==> config.mk <==
export PLATFORM = sky130hd
export DESIGN_NAME = cal_unit
export DESIGN_NICKNAME = d
export VERILOG_FILES = /design/src/rtl/cal_pkg.sv /design/src/rtl/cal_point_prep.sv /design/src/rtl/cal_conv_prep.sv /design/src/rtl/cal_div.sv /design/src/rtl/cal_unit.sv
export SDC_FILE = /design/constraint.sdc
export NUM_CORES = 2
export LEC_CHECK = 0
export ABC_AREA = 1
export BUFFER_PORTS_ARGS = -buffer_cell sky130_fd_sc_hd__buf_4
export CORE_ASPECT_RATIO = 2
export CORE_MARGIN = 3
export CORE_UTILIZATION = 40
export CTS_CLUSTER_SIZE = 20
export DETAILED_ROUTE_END_ITERATION = 10
export PLACE_DENSITY = 0.55
export SYNTH_ARGS = -nofsm -noshare
export SYNTH_HDL_FRONTEND = slang
export SYNTH_SLANG_ARGS = --single-unit
export TNS_END_PERCENT = 1
==> constraint.sdc <==
create_clock -name clk_i -period 9.37 [get_ports clk_i]
set_input_delay 0 -clock clk_i [delete_from_list [all_inputs] [get_ports clk_i]]
set_output_delay 0 -clock clk_i [all_outputs]
set_load 0.05 [all_outputs]
==> src/rtl/cal_pkg.sv <==
`timescale 1ns/1ps
package cal_pkg;
  typedef enum logic [1:0] {
    CM_NONE   = 2'd0,
    CM_ONE    = 2'd1,
    CM_TWO    = 2'd2,
    CM_ONE_SH = 2'd3
  } cal_mode_e;

  typedef enum logic [1:0] {
    ST_IDLE = 2'd0,
    ST_DIV  = 2'd1,
    ST_OFFS = 2'd2,
    ST_ZERO = 2'd3
  } cal_state_e;

  typedef enum logic [1:0] {
    JOB_SLOPE = 2'd0,
    JOB_C2D   = 2'd1,
    JOB_D2C   = 2'd2
  } cal_job_e;

  localparam int T_LO     = 30;
  localparam int T_SPAN   = 90;
  localparam int UNCAL_P1 = 500;
  localparam int UNCAL_P2 = 780;
endpackage

==> src/rtl/cal_point_prep.sv <==
`timescale 1ns/1ps
module cal_point_prep
  import cal_pkg::*;
#(
  parameter int CAL_W   = 10,
  parameter int SHIFT_W = 3,
  parameter int ACC_W   = 48
) (
  input  logic [1:0]              mode_i,
  input  logic                    invalid_i,
  input  logic [CAL_W-1:0]        base1_i,
  input  logic [CAL_W-1:0]        base2_i,
  input  logic [CAL_W-1:0]        p1_i,
  input  logic [CAL_W-1:0]        p2_i,
  input  logic [SHIFT_W-1:0]      shift_i,
  output logic signed [ACC_W-1:0] pt1_o,
  output logic signed [ACC_W-1:0] pt2_o,
  output logic                    two_pt_o
);
  cal_mode_e eff;
  logic signed [ACC_W-1:0] b1, b2, a1, a2;

  always_comb begin
    eff = invalid_i ? CM_NONE : cal_mode_e'(mode_i);
    b1  = ACC_W'(base1_i);
    b2  = ACC_W'(base2_i);
    a1  = ACC_W'(p1_i);
    a2  = ACC_W'(p2_i);
    pt1_o    = ACC_W'(UNCAL_P1);
    pt2_o    = ACC_W'(UNCAL_P2);
    two_pt_o = 1'b0;
    case (eff)
      CM_ONE: begin
        pt1_o = a1 + (b1 << shift_i);
        pt2_o = '0;
      end
      CM_TWO: begin
        pt1_o    = (a1 + b1) << shift_i;
        pt2_o    = (a2 + b2) << shift_i;
        two_pt_o = 1'b1;
      end
      CM_ONE_SH: begin
        pt1_o = (a1 + b1) << shift_i;
        pt2_o = '0;
      end
      default: ;
    endcase
  end
endmodule

==> src/rtl/cal_conv_prep.sv <==
`timescale 1ns/1ps
module cal_conv_prep #(
  parameter int CODE_W = 10,
  parameter int DEG_W  = 9,
  parameter int ACC_W  = 48,
  parameter int SCALE  = 3200
) (
  input  logic                    dir_i,
  input  logic [CODE_W-1:0]       code_i,
  input  logic signed [DEG_W-1:0] deg_i,
  input  logic signed [ACC_W-1:0] slope_i,
  input  logic signed [ACC_W-1:0] offset_i,
  output logic signed [ACC_W-1:0] num_o,
  output logic signed [ACC_W-1:0] den_o,
  output logic                    zero_o
);
  localparam logic signed [ACC_W-1:0] SCALE_X = ACC_W'(SCALE);

  logic signed [ACC_W-1:0] code_x, deg_x, raw, rnd, half;

  always_comb begin
    code_x = ACC_W'(code_i);
    deg_x  = ACC_W'(deg_i);
    raw    = code_x * SCALE_X - offset_i;
    // slope/2 truncated toward zero
    rnd    = {{(ACC_W-1){1'b0}}, slope_i[ACC_W-1]};
    half   = (slope_i + rnd) >>> 1;
    if (dir_i) begin
      num_o  = deg_x * slope_i + offset_i;
      den_o  = SCALE_X;
      zero_o = 1'b0;
    end else begin
      zero_o = (raw == 0);
      num_o  = (raw > 0) ? raw + half : raw - half;
      den_o  = slope_i;
    end
  end
endmodule

==> src/rtl/cal_div.sv <==
`timescale 1ns/1ps
module cal_div #(
  parameter int W = 48
) (
  input  logic                clk_i,
  input  logic                rst_ni,
  input  logic                start_i,
  input  logic signed [W-1:0] num_i,
  input  logic signed [W-1:0] den_i,
  output logic                busy_o,
  output logic                done_o,
  output logic signed [W-1:0] quo_o
);
  localparam int CNT_W = $clog2(W + 1);

  logic [CNT_W-1:0] cnt_q;
  logic [W-1:0]     rem_q, acc_q, den_q;
  logic             neg_q, dz_q, busy_q, done_q;

  logic [W-1:0] n_mag, d_mag, rem_n, acc_n;
  logic [W:0]   trial;
  logic         ge;

  always_comb begin
    n_mag = num_i[W-1] ? W'(-num_i) : W'(num_i);
    d_mag = den_i[W-1] ? W'(-den_i) : W'(den_i);
    trial = {rem_q, acc_q[W-1]};
    ge    = trial >= {1'b0, den_q};
    rem_n = ge ? W'(trial - {1'b0, den_q}) : trial[W-1:0];
    acc_n = {acc_q[W-2:0], ge};
  end

  always_ff @(posedge clk_i or negedge rst_ni) begin
    if (!rst_ni) begin
      cnt_q  <= '0;
      rem_q  <= '0;
      acc_q  <= '0;
      den_q  <= '0;
      neg_q  <= 1'b0;
      dz_q   <= 1'b0;
      busy_q <= 1'b0;
      done_q <= 1'b0;
    end else if (start_i) begin
      cnt_q  <= CNT_W'(W);
      rem_q  <= '0;
      acc_q  <= n_mag;
      den_q  <= d_mag;
      neg_q  <= num_i[W-1] ^ den_i[W-1];
      dz_q   <= (den_i == '0);
      busy_q <= 1'b1;
      done_q <= 1'b0;
    end else if (busy_q) begin
      rem_q <= rem_n;
      acc_q <= acc_n;
      cnt_q <= cnt_q - 1'b1;
      if (cnt_q == CNT_W'(1)) begin
        busy_q <= 1'b0;
        done_q <= 1'b1;
      end
    end else begin
      done_q <= 1'b0;
    end
  end

  assign busy_o = busy_q;
  assign done_o = done_q;
  assign quo_o  = dz_q ? '0 : (neg_q ? W'(-acc_q) : W'(acc_q));
endmodule

==> src/rtl/cal_unit.sv <==
`timescale 1ns/1ps
module cal_unit
  import cal_pkg::*;
#(
  parameter int CAL_W     = 10,
  parameter int SHIFT_W   = 3,
  parameter int CODE_W    = 10,
  parameter int DEG_W     = 9,
  parameter int RES_W     = 16,
  parameter int ACC_W     = 48,
  parameter int SCALE     = 3200,
  parameter int SLOPE_DEF = 3200,
  parameter int CODE_MIN  = 0,
  parameter int CODE_MAX  = 1023
) (
  input  logic                    clk_i,
  input  logic                    rst_ni,
  input  logic                    cal_start_i,
  input  logic [1:0]              mode_i,
  input  logic                    invalid_i,
  input  logic [CAL_W-1:0]        base1_i,
  input  logic [CAL_W-1:0]        base2_i,
  input  logic [CAL_W-1:0]        p1_i,
  input  logic [CAL_W-1:0]        p2_i,
  input  logic [SHIFT_W-1:0]      shift_i,
  input  logic                    conv_start_i,
  input  logic                    conv_dir_i,
  input  logic [CODE_W-1:0]       conv_code_i,
  input  logic signed [DEG_W-1:0] conv_deg_i,
  output logic                    busy_o,
  output logic                    done_o,
  output logic signed [ACC_W-1:0] slope_o,
  output logic signed [ACC_W-1:0] offset_o,
  output logic signed [RES_W-1:0] result_o
);
  localparam logic signed [ACC_W-1:0] SCALE_X = ACC_W'(SCALE);
  localparam logic signed [ACC_W-1:0] SDEF_X  = ACC_W'(SLOPE_DEF);
  localparam logic signed [ACC_W-1:0] TLO_X   = ACC_W'(T_LO);
  localparam logic signed [ACC_W-1:0] SPAN_X  = ACC_W'(T_SPAN);
  localparam logic signed [ACC_W-1:0] CMIN_X  = ACC_W'(CODE_MIN);
  localparam logic signed [ACC_W-1:0] CMAX_X  = ACC_W'(CODE_MAX);

  cal_state_e st_q;
  cal_job_e   job_q;
  logic signed [ACC_W-1:0] pt1_q, slope_q, offset_q;
  logic signed [RES_W-1:0] result_q;
  logic                    done_q;

  logic signed [ACC_W-1:0] pt1, pt2, cnum, cden, dnum, dden, quo, clamped;
  logic two_pt, czero, div_start, div_busy, div_done;

  cal_point_prep #(.CAL_W(CAL_W), .SHIFT_W(SHIFT_W), .ACC_W(ACC_W)) u_prep (
    .mode_i   (mode_i),
    .invalid_i(invalid_i),
    .base1_i  (base1_i),
    .base2_i  (base2_i),
    .p1_i     (p1_i),
    .p2_i     (p2_i),
    .shift_i  (shift_i),
    .pt1_o    (pt1),
    .pt2_o    (pt2),
    .two_pt_o (two_pt)
  );

  cal_conv_prep #(.CODE_W(CODE_W), .DEG_W(DEG_W), .ACC_W(ACC_W), .SCALE(SCALE)) u_conv (
    .dir_i   (conv_dir_i),
    .code_i  (conv_code_i),
    .deg_i   (conv_deg_i),
    .slope_i (slope_q),
    .offset_i(offset_q),
    .num_o   (cnum),
    .den_o   (cden),
    .zero_o  (czero)
  );

  cal_div #(.W(ACC_W)) u_div (
    .clk_i  (clk_i),
    .rst_ni (rst_ni),
    .start_i(div_start),
    .num_i  (dnum),
    .den_i  (dden),
    .busy_o (div_busy),
    .done_o (div_done),
    .quo_o  (quo)
  );

  // calibration wins over a same-cycle conversion
  always_comb begin
    div_start = 1'b0;
    dnum      = cnum;
    dden      = cden;
    if (st_q == ST_IDLE) begin
      if (cal_start_i) begin
        div_start = two_pt;
        dnum      = (pt2 - pt1) * SCALE_X;
        dden      = SPAN_X;
      end else if (conv_start_i) begin
        div_start = !czero;
      end
    end
  end

  always_comb begin
    clamped = quo;
    if (quo < CMIN_X) clamped = CMIN_X;
    else if (quo > CMAX_X) clamped = CMAX_X;
  end

  always_ff @(posedge clk_i or negedge rst_ni) begin
    if (!rst_ni) begin
      st_q     <= ST_IDLE;
      job_q    <= JOB_SLOPE;
      pt1_q    <= '0;
      slope_q  <= SDEF_X;
      offset_q <= '0;
      result_q <= '0;
      done_q   <= 1'b0;
    end else begin
      done_q <= 1'b0;
      case (st_q)
        ST_IDLE: begin
          if (cal_start_i) begin
            pt1_q <= pt1;
            job_q <= JOB_SLOPE;
            if (two_pt) begin
              st_q <= ST_DIV;
            end else begin
              slope_q <= SDEF_X;
              st_q    <= ST_OFFS;
            end
          end else if (conv_start_i) begin
            job_q <= conv_dir_i ? JOB_D2C : JOB_C2D;
            st_q  <= czero ? ST_ZERO : ST_DIV;
          end
        end
        ST_DIV: begin
          if (div_done && !div_busy) begin
            case (job_q)
              JOB_SLOPE: begin
                slope_q <= quo;
                st_q    <= ST_OFFS;
              end
              JOB_D2C: begin
                result_q <= RES_W'(clamped);
                done_q   <= 1'b1;
                st_q     <= ST_IDLE;
              end
              default: begin
                result_q <= RES_W'(quo);
                done_q   <= 1'b1;
                st_q     <= ST_IDLE;
              end
            endcase
          end
        end
        ST_OFFS: begin
          offset_q <= pt1_q * SCALE_X - TLO_X * slope_q;
          done_q   <= 1'b1;
          st_q     <= ST_IDLE;
        end
        default: begin
          result_q <= '0;
          done_q   <= 1'b1;
          st_q     <= ST_IDLE;
        end
      endcase
    end
  end

  assign busy_o   = (st_q != ST_IDLE);
  assign done_o   = done_q;
  assign slope_o  = slope_q;
  assign offset_o = offset_q;
  assign result_o = result_q;
endmodule

# Word level (Yosys, flattened, before mapping)
# Cells that the tools add are included.
[classes]
muxes = 55
n_reduce_logical = 19
addsub = 15
n_lt_le_gt_ge = 4
bitwise = 2
eq_ne = 14
shifts = 3
multipliers = 5
[op_table]
columns = ["op", "n"]
rows = [
  ["$mux 48", 20],
  ["$pmux 48 s2", 3],
  ["$sub 48x48->48", 4],
  ["$neg 48->48", 3],
  ["$logic_not 48->1", 2],
  ["$mul 48x6->41 const B", 2],
  ["$shl 48x3->48", 2],
  ["$pmux 16 s2", 2],
  ["$ge 49x48->1", 1],
  ["$add 11x48->48", 1],
  ["$add 48x2->48", 1],
  ["$add 48x47->48", 1],
  ["$add 48x48->48", 1],
  ["$gt 48x1->1 const B", 1],
  ["$gt 48x11->1 const B", 1],
  ["$lt 48x1->1 const B", 1],
  ["$mul 5x48->47 const A", 1],
  ["$mul 9x48->48", 1],
  ["$mux 16", 3],
  ["$shl 10x3->48", 1],
  ["$sub 48x47->48", 1],
  ["$add 10x10->11", 2],
  ["$mux 2", 10],
  ["$mul 10x5->15 const B", 1],
  ["other kinds (20)", 51],
]
[totals]
in_bits = 70
reg_bits = 319
out_inout_bits = 114
elab_cells = 132

# Longest topological paths before layout
[logic_depth]
depth_word = 11
depth_mapped = 63
ltp_nobuf = 62

# By module
# From an unflattened synthesis, not the netlist that was laid out.
[unflattened]
hier_cells = 10818
hier_area_um2 = 68913.6
[modules_own_cells]
columns = ["mod", "area_each_um2", "cells_each", "instances"]
rows = [
  ["cal_unit", 26123.8, 3742, 1],
  ["cal_conv_prep", 23682.7, 3745, 1],
  ["cal_div", 15483.6, 2655, 1],
  ["cal_point_prep", 3623.5, 676, 1],
]

# Least setup slack after synthesis
# Ideal clock, no wire load.
[synth_timing]
kind = "input to register"
start = "input port shift_i[0]"
end = "register u_div.acc_q[39]"
path_stages = 54
setup_time_ns = 0.117
setup_slack_ns = 1.509
required_time_ns = 9.253
path_buffers = 3
t_arrival_ns = 7.744
cell_sequence = "buf_1 -> clkbuf_1 -> clkbuf_1 -> o21ai_0 -> o21ai_0 -> mux2i_1 -> ha_1 -> nand2_1 -> nor3_1 -> nand2_1 -> o211ai_1 -> a21oi_1 -> o21ai_0 -> nand2_1 -> or4_1 -> nor2_1 -> inv_1 -> o21ai_0 -> (+18 left out) -> nor2_1 -> nand4_1 -> nand2_1 -> nand2_1 -> nand3_1 -> nand3_1 -> nand2_1 -> nand2_1 -> nor2_1 -> inv_1 -> nor2_1 -> nand3_1 -> nand2_1 -> nand2_1 -> nand2_1 -> nand2_1 -> nand2_1 -> nand2_1"
[synth_via]
elab_chain_len = 10
[synth_rtl]
columns = ["item", "line", "source"]
rows = [
  ["start: declaration", "cal_unit.sv:25", "input logic [SHIFT_W-1:0] shift_i,"],
  ["$shl 10x3->48", "cal_point_prep.sv:34", "pt1_o = a1 + (b1 << shift_i);"],
  ["$add 11x48->48", "cal_point_prep.sv:34", ""],
  ["$pmux 48 s2", "cal_point_prep.sv:32", "case (eff)"],
  ["$sub 48x48->48 (*)", "cal_unit.sv:95", "dnum = (pt2 - pt1) * SCALE_X;"],
  ["$mul 48x6->41 (*)", "cal_unit.sv:95", ""],
  ["$mux 48 (*)", "cal_unit.sv:93", "if (cal_start_i) begin"],
  ["$mux 48 (*)", "cal_unit.sv:92", "if (st_q == ST_IDLE) begin"],
  ["$neg 48->48", "cal_div.sv:25", "n_mag = num_i[W-1] ? W'(-num_i) : W'(num_i);"],
  ["$mux 48 (*)", "cal_div.sv:25", ""],
  ["$mux 48 (*)", "cal_div.sv:43", "end else if (start_i) begin"],
  ["end signal: assignment", "cal_div.sv:46", "acc_q <= n_mag;"],
  ["end signal: assignment", "cal_div.sv:54", "acc_q <= acc_n;"],
  ["end: declaration", "cal_div.sv:17", "logic [W-1:0] rem_q, acc_q, den_q;"],
]
# Mark *: on every way between the ends. The rest lies on a longest branch, timed or not.
# A chain may end at the register's enable or synchronous reset.

# Worst setup path after layout
[layout_timing]
start = "register slope_q[11], in the netlist slope_o[11]"
end = "register u_div.acc_q[46]"
[layout_via]
elab_chain_len = 9
[layout_rtl]
columns = ["item", "line", "source"]
rows = [
  ["start: declaration", "cal_unit.sv:45", "logic signed [ACC_W-1:0] pt1_q, slope_q, offset_q;"],
  ["start signal: assignment", "cal_unit.sv:140", "slope_q <= quo;"],
  ["parallel branches: the longest is 3 deep, another holds $mul 9x48->48", "n/a", ""],
  ["$mux 48 (*)", "cal_conv_prep.sv:28", "if (dir_i) begin"],
  ["$mux 48", "cal_unit.sv:93", ""],
  ["$mux 48 (*)", "cal_unit.sv:92", ""],
  ["$neg 48->48", "cal_div.sv:25", ""],
  ["$mux 48 (*)", "cal_div.sv:25", ""],
  ["$mux 48 (*)", "cal_div.sv:43", ""],
]
# Mark *: on every way between the ends.

==> reports/qor.yml <==
synth:
  ys_warn_count: 0
  ys.flop_type: "dfrtp_1"
  synthDistinctLibCells: 65
  synth_xor_area_share_pct: 5.372
  synthArstFlopShare_pct: 100.0
  ys_ff_latch: 288
  synth_enable_flop_cells: 0
  synth-simple-area-share_pct: 28.39
  synthCells: 9264
  syn_area_sq_um: 59910
  synth-compound-area-share_pct: 13.26
  synth_top_family_by_area: "simple AND/OR/NAND/NOR gates"
  avgSynthCellArea_sq_um: 6.467
  synthesis.nets: 10400
  seq_area_frac_synth_pct: 12.04
  synthMuxAreaShare_pct: 0.2005
  synth_fa_ha_area_share_pct: 28.31
sta:
  worst_slack_ns: 0.6697
  slew_headroom_pct: 16.23
  setup_viol: 0
  worstMarginPinSlew_ns: 1.252
  rsz0062_at_grt: "no"
  finalSetupTns_ns: 0
  fin_crit_ns: 8.700
  hold_viol: 0
  drv_slew: 0
  post-route-period-util_pct: 92.85
  fmax_mhz: 114.9
  skew_ns: 0.05144
floorplanning:
  initial_core_util_pct: 40.30
  rows: 200
  die_h_um: 553.3
  die_x_um: 279.7
  core-area_sq_um: 148600
  die_area_sq_um: 154700
  io-pin-count: 184
drt:
  routed_via_density: 5.563
  drc: 0
  dr.pass1.iters: 8
  antenna_left: 0
  drt_iter0_drc: 4930
  drt_wl_total_mm: 318.2
  wl_per_cell_um: 27.00
  vias: 65580
clocking:
  cts_tree: "yes"
  clock-sinks: 288
  htreeDepth: 2
  root_buffer: "clkbuf_16"
  cts_setup_buffers: 0
  cts_buffers: 36
  clockBufferDepth: 3
  clk_pin_slew_ns: 0.07
  clock_latency_ns: 0.65
grt:
  grt_max_degree: 166
  grt_pass1_wl_mm: 452.5
  grt_pass1_vias: 67500
  overflow: 0
  grt_use_total_pct: 40.69
  antenna_found_initial: 17
run:
  drv_cap: 0
layout:
  final_layout_size_suffix_gt1_share_pct: 9.322
  syn_to_final_growth_pct: 14.59
  fin_nets: 10970
  nFillCells: 15960
  final_cell_mix: "nand2_1 (2442), inv_1 (1696), nor2_1 (841)"
  final_common_cell: "nand2_1"
  utilization_pct: 46.18
setup_path:
  cpMostUsedCell: "nand2_1"
  required_ns: 9.87
  r2r_start: "slope_o[11]"
  end_kind: "flip-flop"
  max_stage_delay_ns: 1.04
  worstSetupPathType: "reg2reg"
  crit_path_max_fanout: 14
  critical_path.startpoint: "slope_o[11]"
  critPathArrivalTime_ns: 9.20
  crit_path_top_delay_cell: "dfstp_2"
  crit_path_start_kind: "flip-flop"
  rrSetupSlack_ns: 0.67
place:
  gp_congestion: 1.093
  io_buffers: 182
  detailedPlace.worstSlack_ns: 0.1821
  dp_hpwl_mm: 264.8
status:
  outcome: "complete, no violations"
worst_hold_path:
  hold_path.class: "in2reg"
  min-delay-start: "cal_start_i"
## Yosys cell counts (all sizes together), types with 2 or more instances
cell type | n | area, sq um
o311ai | 9 | 78.83
nand3 | 469 | 2352
fa | 481 | 9629
and3 | 4 | 25.02
o21a | 20 | 150.1
and2 | 4 | 25.02
nand4 | 128 | 800.8
dfstp | 3 | 78.83
a31oi | 52 | 325.3
xnor2 | 140 | 1226
o31ai | 12 | 100.1
nor3b | 4 | 35.03
nor2 | 856 | 3271
o22ai | 99 | 619.3
a211oi | 4 | 30.03
or2 | 22 | 137.6
nor3 | 103 | 556.8
buf | 74 | 360.4
o21bai | 45 | 345.3
a22oi | 5 | 37.54
o221ai | 8 | 70.07
nand3b | 38 | 285.3
ha | 586 | 7332
a21o | 32 | 240.2
o21ai | 587 | 2953
nand2 | 2456 | 9246
a2111oi | 3 | 26.28
o41ai | 2 | 17.52
or4 | 2 | 15.01
clkinv | 6 | 22.52
xor2 | 224 | 1992
dfrtp | 285 | 7132
a21boi | 12 | 90.09
clkbuf | 170 | 638.1
a21oi | 532 | 2666
o211ai | 20 | 150.1
nor4 | 38 | 252.7
mux2i | 12 | 120.1
inv | 1710 | 6419
## per-layer routing
layer / wire length (um) / track usage [%] / up-vias
met5: 24 / 0 / -
met4: 41940 / 42.51 / 4
met3: 21820 / 9.284 / 1306
met2: 153900 / 70.66 / 2788
met1: 100600 / 37.76 / 31020
li1: - / - / 30470
## path summary, 6_finish.rpt
path / end / depth (start not counted)
worst max-delay path: u_div.acc_q[46] / 31
worst min-delay path: job_q[0] / 5
worst max register to register: u_div.acc_q[46] / 31
worst min register to register: u_div.den_q[9] / 2
max in group asynchronous: u_div.den_q[4] / 5
min in group asynchronous: offset_o[16] / 3
## critical path, delay by kind of cell (launching register included)
kind | cells | cell delay [ns]
fa+ha+maj | 6 | 3.23
flops | 1 | 1.04
buf+inv | 3 | 0.81
simple gates | 22 | 3.43
## through the flow
step	cells	cell area, sq um	hold slack, ns
6_report	11790	68650	0.03095
5_1_grt	11780	68620	0.03148
4_1_cts	11780	68620	0.003774
3_5_place_dp	11700	67290	0.02983
3_3_place_gp	11700	67290	0.03215
2_1_floorplan	9264	59910	-0.2956
## repair_timing
action                     4_1_cts  5_1_grt
hold endpoints to repair        69        0
setup endpoints to repair        0        1
gates resized for setup          0        1
hold buffers                     9        0
## logic make-up after synthesis
logic type,after synthesis
DFF,288
and+or+nand+nor,4125
muxes,12
xor gates and xnor gates,364
adders and majority gates,1067
other,1
AOI/OAI and AO/OA,1447
buffers and inverters,1960
## flip-flops by register name (all words and copies together) (netlist names)
signal / count
done_o: 1
job_q: 2
offset_o: 47
pt1_q: 18
result_o: 16
slope_o: 48
st_q: 2
u_div.acc_q: 48
u_div.busy_o: 1
u_div.cnt_q: 6
u_div.den_q: 48
u_div.done_o: 1
u_div.dz_q: 1
u_div.neg_q: 1
u_div.rem_q: 48
## final cells by class
cell class | count | area (sq um) | area share [%]
antenna | 11 | 27.53 | 0.04010
clock buffer | 45 | 984.7 | 1.434
clock inverter | 20 | 231.5 | 0.3372
inverter | 1716 | 6441 | 9.383
multi-input combinational | 7016 | 45310 | 66.01
sequential | 288 | 7211 | 10.50
tap | 1919 | 2401 | 3.498
timing repair buffer | 773 | 6038 | 8.796
Power is not shown: default switching activity piles up to over one toggle a cycle in this logic, so the estimate is an artifact.
